<file path="src/rtl/wmode_pkg.sv">
package wmode_pkg;
  typedef enum logic [1:0] {
    OP_READ  = 2'd0,
    OP_WRITE = 2'd1,
    OP_ERASE = 2'd2,
    OP_RSVD  = 2'd3
  } op_e;

  typedef enum logic [2:0] {
    K_PROG_NORM = 3'd0,
    K_PROG_FAST = 3'd1,
    K_READ_NORM = 3'd2,
    K_READ_FAST = 3'd3,
    K_ERASE     = 3'd4
  } kind_e;

  typedef enum logic [1:0] {
    ECC_NONE  = 2'd0,
    ECC_OUTER = 2'd1,
    ECC_BOTH  = 2'd2
  } ecc_e;

  localparam logic SRC_HOST = 1'b0;
  localparam logic MODE_FAST = 1'b1;
endpackage

</file>
<file path="src/rtl/wmode_table.sv">
module wmode_table #(
  parameter int NBLK  = 64,
  parameter int BLK_W = $clog2(NBLK)
) (
  input  logic             clk,
  input  logic             rst_n,
  input  logic [BLK_W-1:0] rd_blk,
  output logic             rd_mode,
  output logic             rd_written,
  input  logic             upd_en,
  input  logic             upd_clear,
  input  logic             upd_mode,
  input  logic [BLK_W-1:0] upd_blk
);
  logic [NBLK-1:0] mode_q;
  logic [NBLK-1:0] wr_q;

  for (genvar g = 0; g < NBLK; g++) begin : g_ent
    always_ff @(posedge clk or negedge rst_n) begin
      if (!rst_n) begin
        mode_q[g] <= 1'b0;
        wr_q[g]   <= 1'b0;
      end else if (upd_en && upd_blk == BLK_W'(g)) begin
        mode_q[g] <= upd_clear ? 1'b0 : upd_mode;
        wr_q[g]   <= !upd_clear;
      end
    end
  end

  assign rd_mode    = mode_q[rd_blk];
  assign rd_written = wr_q[rd_blk];

  // a clear leaves the entry normal and unwritten
  p_clear_entry_r6: assert property (@(posedge clk) disable iff (!rst_n)
    upd_en && upd_clear |=> !wr_q[$past(upd_blk)] && !mode_q[$past(upd_blk)]);

  // at most the addressed entry changes in one cycle
  p_one_entry_r9: assert property (@(posedge clk) disable iff (!rst_n)
    $countones(wr_q ^ $past(wr_q)) <= 1);
endmodule

</file>
<file path="src/rtl/wmode_decide.sv">
module wmode_decide
  import wmode_pkg::*;
(
  input  logic [1:0] op,
  input  logic       src,
  input  logic       cur_mode,
  input  logic       cur_written,
  output logic [2:0] kind,
  output logic [1:0] ecc,
  output logic       mismatch,
  output logic       upd_en,
  output logic       upd_clear,
  output logic       upd_mode
);
  logic tag_mode;
  logic use_mode;

  assign tag_mode = (src == SRC_HOST) ? MODE_FAST : 1'b0;
  assign use_mode = cur_written ? cur_mode : tag_mode;

  always_comb begin
    kind      = K_READ_NORM;
    ecc       = ECC_BOTH;
    mismatch  = 1'b0;
    upd_en    = 1'b0;
    upd_clear = 1'b0;
    upd_mode  = 1'b0;
    unique case (op_e'(op))
      OP_WRITE: begin
        kind     = use_mode ? K_PROG_FAST : K_PROG_NORM;
        ecc      = use_mode ? ECC_OUTER : ECC_BOTH;
        mismatch = cur_written && (cur_mode != tag_mode);
        upd_en   = !cur_written;
        upd_mode = tag_mode;
      end
      OP_ERASE: begin
        kind      = K_ERASE;
        ecc       = ECC_NONE;
        upd_en    = 1'b1;
        upd_clear = 1'b1;
      end
      OP_READ, OP_RSVD: begin
        kind = cur_mode ? K_READ_FAST : K_READ_NORM;
        ecc  = cur_mode ? ECC_OUTER : ECC_BOTH;
      end
    endcase
  end

  // a read never writes the table
  always_comb begin
    if (op_e'(op) == OP_READ) a_read_no_upd_r5: assert (!upd_en);
  end
endmodule

</file>
<file path="src/rtl/wmode_router.sv">
module wmode_router
  import wmode_pkg::*;
#(
  parameter int NBLK   = 64,
  parameter int PAGE_W = 4,
  localparam int BLK_W = $clog2(NBLK)
) (
  input  logic              clk,
  input  logic              rst_n,
  input  logic              req_valid,
  output logic              req_ready,
  input  logic [1:0]        req_op,
  input  logic              req_src,
  input  logic [BLK_W-1:0]  req_blk,
  input  logic [PAGE_W-1:0] req_page,
  output logic              cmd_valid,
  input  logic              cmd_ready,
  output logic [2:0]        cmd_kind,
  output logic [1:0]        cmd_ecc,
  output logic [BLK_W-1:0]  cmd_blk,
  output logic [PAGE_W-1:0] cmd_page,
  output logic              cmd_mismatch
);
  logic       accept;
  logic       t_mode, t_written;
  logic [2:0] d_kind;
  logic [1:0] d_ecc;
  logic       d_mis, d_upd, d_clr, d_mode;

  assign req_ready = !cmd_valid || cmd_ready;
  assign accept    = req_valid && req_ready;

  wmode_table #(.NBLK(NBLK), .BLK_W(BLK_W)) table_i (
    .clk(clk), .rst_n(rst_n),
    .rd_blk(req_blk), .rd_mode(t_mode), .rd_written(t_written),
    .upd_en(accept && d_upd), .upd_clear(d_clr), .upd_mode(d_mode),
    .upd_blk(req_blk)
  );

  wmode_decide decide_i (
    .op(req_op), .src(req_src),
    .cur_mode(t_mode), .cur_written(t_written),
    .kind(d_kind), .ecc(d_ecc), .mismatch(d_mis),
    .upd_en(d_upd), .upd_clear(d_clr), .upd_mode(d_mode)
  );

  always_ff @(posedge clk or negedge rst_n) begin
    if (!rst_n) begin
      cmd_valid    <= 1'b0;
      cmd_kind     <= 3'd0;
      cmd_ecc      <= 2'd0;
      cmd_blk      <= '0;
      cmd_page     <= '0;
      cmd_mismatch <= 1'b0;
    end else if (accept) begin
      cmd_valid    <= 1'b1;
      cmd_kind     <= d_kind;
      cmd_ecc      <= d_ecc;
      cmd_blk      <= req_blk;
      cmd_page     <= req_page;
      cmd_mismatch <= d_mis;
    end else if (cmd_ready) begin
      cmd_valid <= 1'b0;
    end
  end

  // a stalled command holds all fields
  p_hold_stall_r8: assert property (@(posedge clk) disable iff (!rst_n)
    cmd_valid && !cmd_ready |=> cmd_valid && $stable(cmd_kind) && $stable(cmd_ecc)
      && $stable(cmd_blk) && $stable(cmd_page) && $stable(cmd_mismatch));

  // every accepted request yields a command next cycle
  p_one_cmd_r8: assert property (@(posedge clk) disable iff (!rst_n)
    req_valid && req_ready |=> cmd_valid);

  // mismatch only accompanies program commands
  p_mis_prog_r4: assert property (@(posedge clk) disable iff (!rst_n)
    cmd_valid && cmd_mismatch |-> cmd_kind <= 3'd1);

  // the command echoes the accepted address
  p_echo_r10: assert property (@(posedge clk) disable iff (!rst_n)
    req_valid && req_ready |=> cmd_blk == $past(req_blk) && cmd_page == $past(req_page));
endmodule

</file>
<file path="config.mk">
export PLATFORM = sky130hd
export DESIGN_NAME = wmode_router
export DESIGN_NICKNAME = d
export VERILOG_FILES = /design/src/rtl/wmode_pkg.sv /design/src/rtl/wmode_table.sv /design/src/rtl/wmode_decide.sv /design/src/rtl/wmode_router.sv
export SDC_FILE = /design/constraint.sdc
export NUM_CORES = 1
export LEC_CHECK = 0
export CAP_MARGIN = 20
export CORE_MARGIN = 1
export CORE_UTILIZATION = 54
export DETAILED_ROUTE_END_ITERATION = 10
export PLACE_DENSITY = 0.73
export SLEW_MARGIN = 20
export SYNTH_ARGS = -nofsm -noshare
export SYNTH_HDL_FRONTEND = slang
export SYNTH_SLANG_ARGS = --single-unit
</file>
<file path="constraint.sdc">
create_clock -name clk -period 2.15 [get_ports clk]
set_input_delay 0.43 -clock clk [delete_from_list [all_inputs] [get_ports clk]]
set_output_delay 0.43 -clock clk [all_outputs]
set_load 0.005 [all_outputs]
</file>
==> results_dict.tcl <==
set metrics [dict create \
    setup_viol 132 \
    antenna_found_initial 4 \
    period_share 1.40 \
    num_rows 41 \
    vias_per_cell 8.06 \
    mostFrequentLayoutCells "dfrtp_1 (143), buf_4 (105), o21ai_2 (55)" \
    cp-end-kind "flip-flop" \
    grt_max_degree 48 \
    pre_cts_slack_ps -1130 \
    fp.dieH_microns 117 \
    yosys_warnings 0 \
    vias 8007 \
    fp.dieW_microns 117 \
    gp_congestion 0.899 \
    slowest_stage "mux4_2" \
    worstPathMaxFanout 6 \
    clock_path_buffers 2 \
    worst_ep_required_time_ps 2430 \
    cts_tree "yes" \
    remaining_drc_errors 0 \
    rr_worst_depth 9 \
    cap_violations 0 \
    slowest_delay_ps 490 \
    cp.depth 9 \
    finalClockSkew_ps 17.5 \
    hp-class "in2async" \
    cp_top_family "compound AO/OA/AOI/OAI gates" \
    p_per_area_nw_per_um2 708 \
    dpl.hpwl_microns 12300 \
    drive_gt1_frac 0.540 \
    outcome "complete, but fails checks" \
    critPathBufInv 3 \
    violations "negative setup slack" \
    grtUsageTotal 0.450 \
    syn_area_per_cell_sq_um 10.9 \
    finish.cell_count_without_fillers 993 \
    syn-num-nets 668 \
    synthArstFlopShare 1.00 \
    drt-pass1-iter-count 8 \
    routed_wl_microns 37700 \
    syn_inst 648 \
    worst_slew_margin_rel 0.413 \
    clk_latency_ps 460 \
    ant_nets 0 \
    post-place-cells 892 \
    ys_ff_latch 144 \
    drt_iter0_markers 1892 \
    htreeDepth 4 \
    layout_setup_ws_ps -860 \
    synth_flop_cell "dfrtp_1" \
    cts-root-buf "clkbuf_16" \
    yosys.area.top_type "dfrtp_1" \
    rsz0062_at_grt "true" \
    grt_first_pass_wirelength_microns 43800 \
    cts_buffers 17 \
    grt.overflow.total 0 \
    io_buffers 34 \
    synth_cell_types 42 \
    clock-sinks 144 \
    ys_seq_area_frac 0.508 \
    area_growth_pct 61.1 \
    die_area_sq_um 13600 \
    initial_core_util 0.557 \
    num_io_pins 35 \
    criticalPathCategory "reg2reg" \
    grt_pass1_vias 7254 \
    wl_per_cell_microns 38.0 \
    finalMaxSlewViolations 0 \
    synth_area_sq_um 7090 \
    cp.arrival_ps 3290 \
    path_clk_slew_ps 70 \
    hold_viol 0 \
    synth_edf_count 0 \
    cp_cell_sequence "mux4_2 > mux2i_1 > o22ai_2 > o41ai_4 > buf_4 > nand3_4 > clkbuf_16 > buf_6 > o31ai_1" \
    tightest_slew_ps 855 \
    post_synth_main_area_contributors "dfrtp_1 (51%), o31ai_1 (9.5%), mux4_2 (8.3%)" \
    core_sq_um 12700 \
    leakage_nw 4.80 \
    fin_crit_ps 3010 \
    max_freq_mhz 332 \
    final_common_cell "dfrtp_1" \
    vdd_drop_max_v 0.000774 \
    start_kind "flip-flop" \
    nets 823 \
    yosys.area.top_type_share 0.508 \
]
[cell families after synthesis]
group	after synthesis	share of synthesized area
xor+xnor	1	0.00124
fa+ha+maj	3	0.00530
compound gates	219	0.194
simple gates	116	0.0740
buf+inv	85	0.0537
mux	80	0.163
flops	144	0.508
[report_power, final]
group	internal, W	total (W)	switching, W	leakage (nW)
clock	0.00265	0.00396	0.00131	0.371
combinational	0.000497	0.00119	0.000695	2.52
sequential	0.00282	0.00293	0.000116	1.91
[synth_stat cells, types with 2 or more instances]
master    count
nor2_1       21
nor2_2        9
mux2_2       16
or2_1         2
o21ai_1      16
mux4_2       26
nand2_1      53
nand2b_1      4
buf_4         3
a22oi_1       2
nand3_1       7
ha_1          3
nor3_1        6
nor2b_1       4
or2_0         2
buf_2        10
clkbuf_1     47
mux2_1        8
a32oi_1       2
dfrtp_1     144
mux2i_1      30
o31ai_1      90
inv_1        19
a22o_1        2
o21ai_0      94
o22ai_1       5
nor4_1        3
and2_1        2
buf_6         5
[what timing repair did]
item | 4_1_cts | 5_1_grt
gates resized for setup | 255 | 159
endpoints found under the setup margin | 131 | 132
hold buffers | 1 | 0
hold endpoints to repair | 39 | 0
buffers inserted | 31 | 25
cloned | 12 | 7
pin swaps | 40 | 26
[sequential cells by signal, indices dropped and copies added, names as in the netlist]
signal	flops
cmd_ecc	1
table_i.wr_q	64
cmd_page	4
cmd_blk	6
cmd_valid	1
table_i.mode_q	64
cmd_kind	3
cmd_mismatch	1
[area by class of cell]
class / count / area (sq um)
Multi-Input combinational cell: 419 / 4510
Tap cell: 172 / 215
Antenna cell: 5 / 12.5
Clock buffer: 22 / 484
Fill cell: 351 / 1310
Clock inverter: 10 / 275
Inverter: 19 / 71.3
Timing Repair Buffer: 202 / 2240
Sequential cell: 144 / 3600
[per-layer routing]
layer | vias to the layer above | part of all wire | track usage | routed length (microns)
met2 | 1091 | 0.39 | 0.669 | 14800
met5 | - | 0.0041 | 0.0407 | 155
met1 | 3747 | 0.32 | 0.537 | 12000
met4 | 8 | 0.10 | 0.287 | 3940
li1 | 2719 | - | - | -
met3 | 442 | 0.18 | 0.186 | 6880
[worst paths after layout]
path,start,to,slack (ps)
setup / recovery,table_i.wr_q[37]$_DFFE_PN0P_,table_i.wr_q[37]$_DFFE_PN0P_,-860
hold / removal,rst_n,table_i.wr_q[21]$_DFFE_PN0P_,480
setup reg to reg,table_i.wr_q[37]$_DFFE_PN0P_,table_i.wr_q[37]$_DFFE_PN0P_,-860
hold reg to reg,table_i.mode_q[37]$_DFFE_PN0P_,table_i.mode_q[37]$_DFFE_PN0P_,510
max in group asynchronous,rst_n,table_i.wr_q[38]$_DFFE_PN0P_,990
min in group clk,table_i.mode_q[37]$_DFFE_PN0P_,table_i.mode_q[37]$_DFFE_PN0P_,510
[stage by stage]
stage | total power, W | util | cell area (sq um) | hold slack, ps | setup TNS, ps
final | 0.00808 | 0.897 | 11400 | 483 | -74740
after CTS | 0.00759 | 0.819 | 10400 | 477 | -30300
after floorplan | 0.00328 | - | 7210 | 134 | -23100
after global routing | 0.00820 | 0.897 | 11400 | 506 | -80500
after detailed placement | 0.00365 | 0.654 | 8330 | 370 | -121380
after global placement | 0.00362 | 0.654 | 8330 | 364 | -118240
Note: power is estimated with default switching activity, not from simulation.
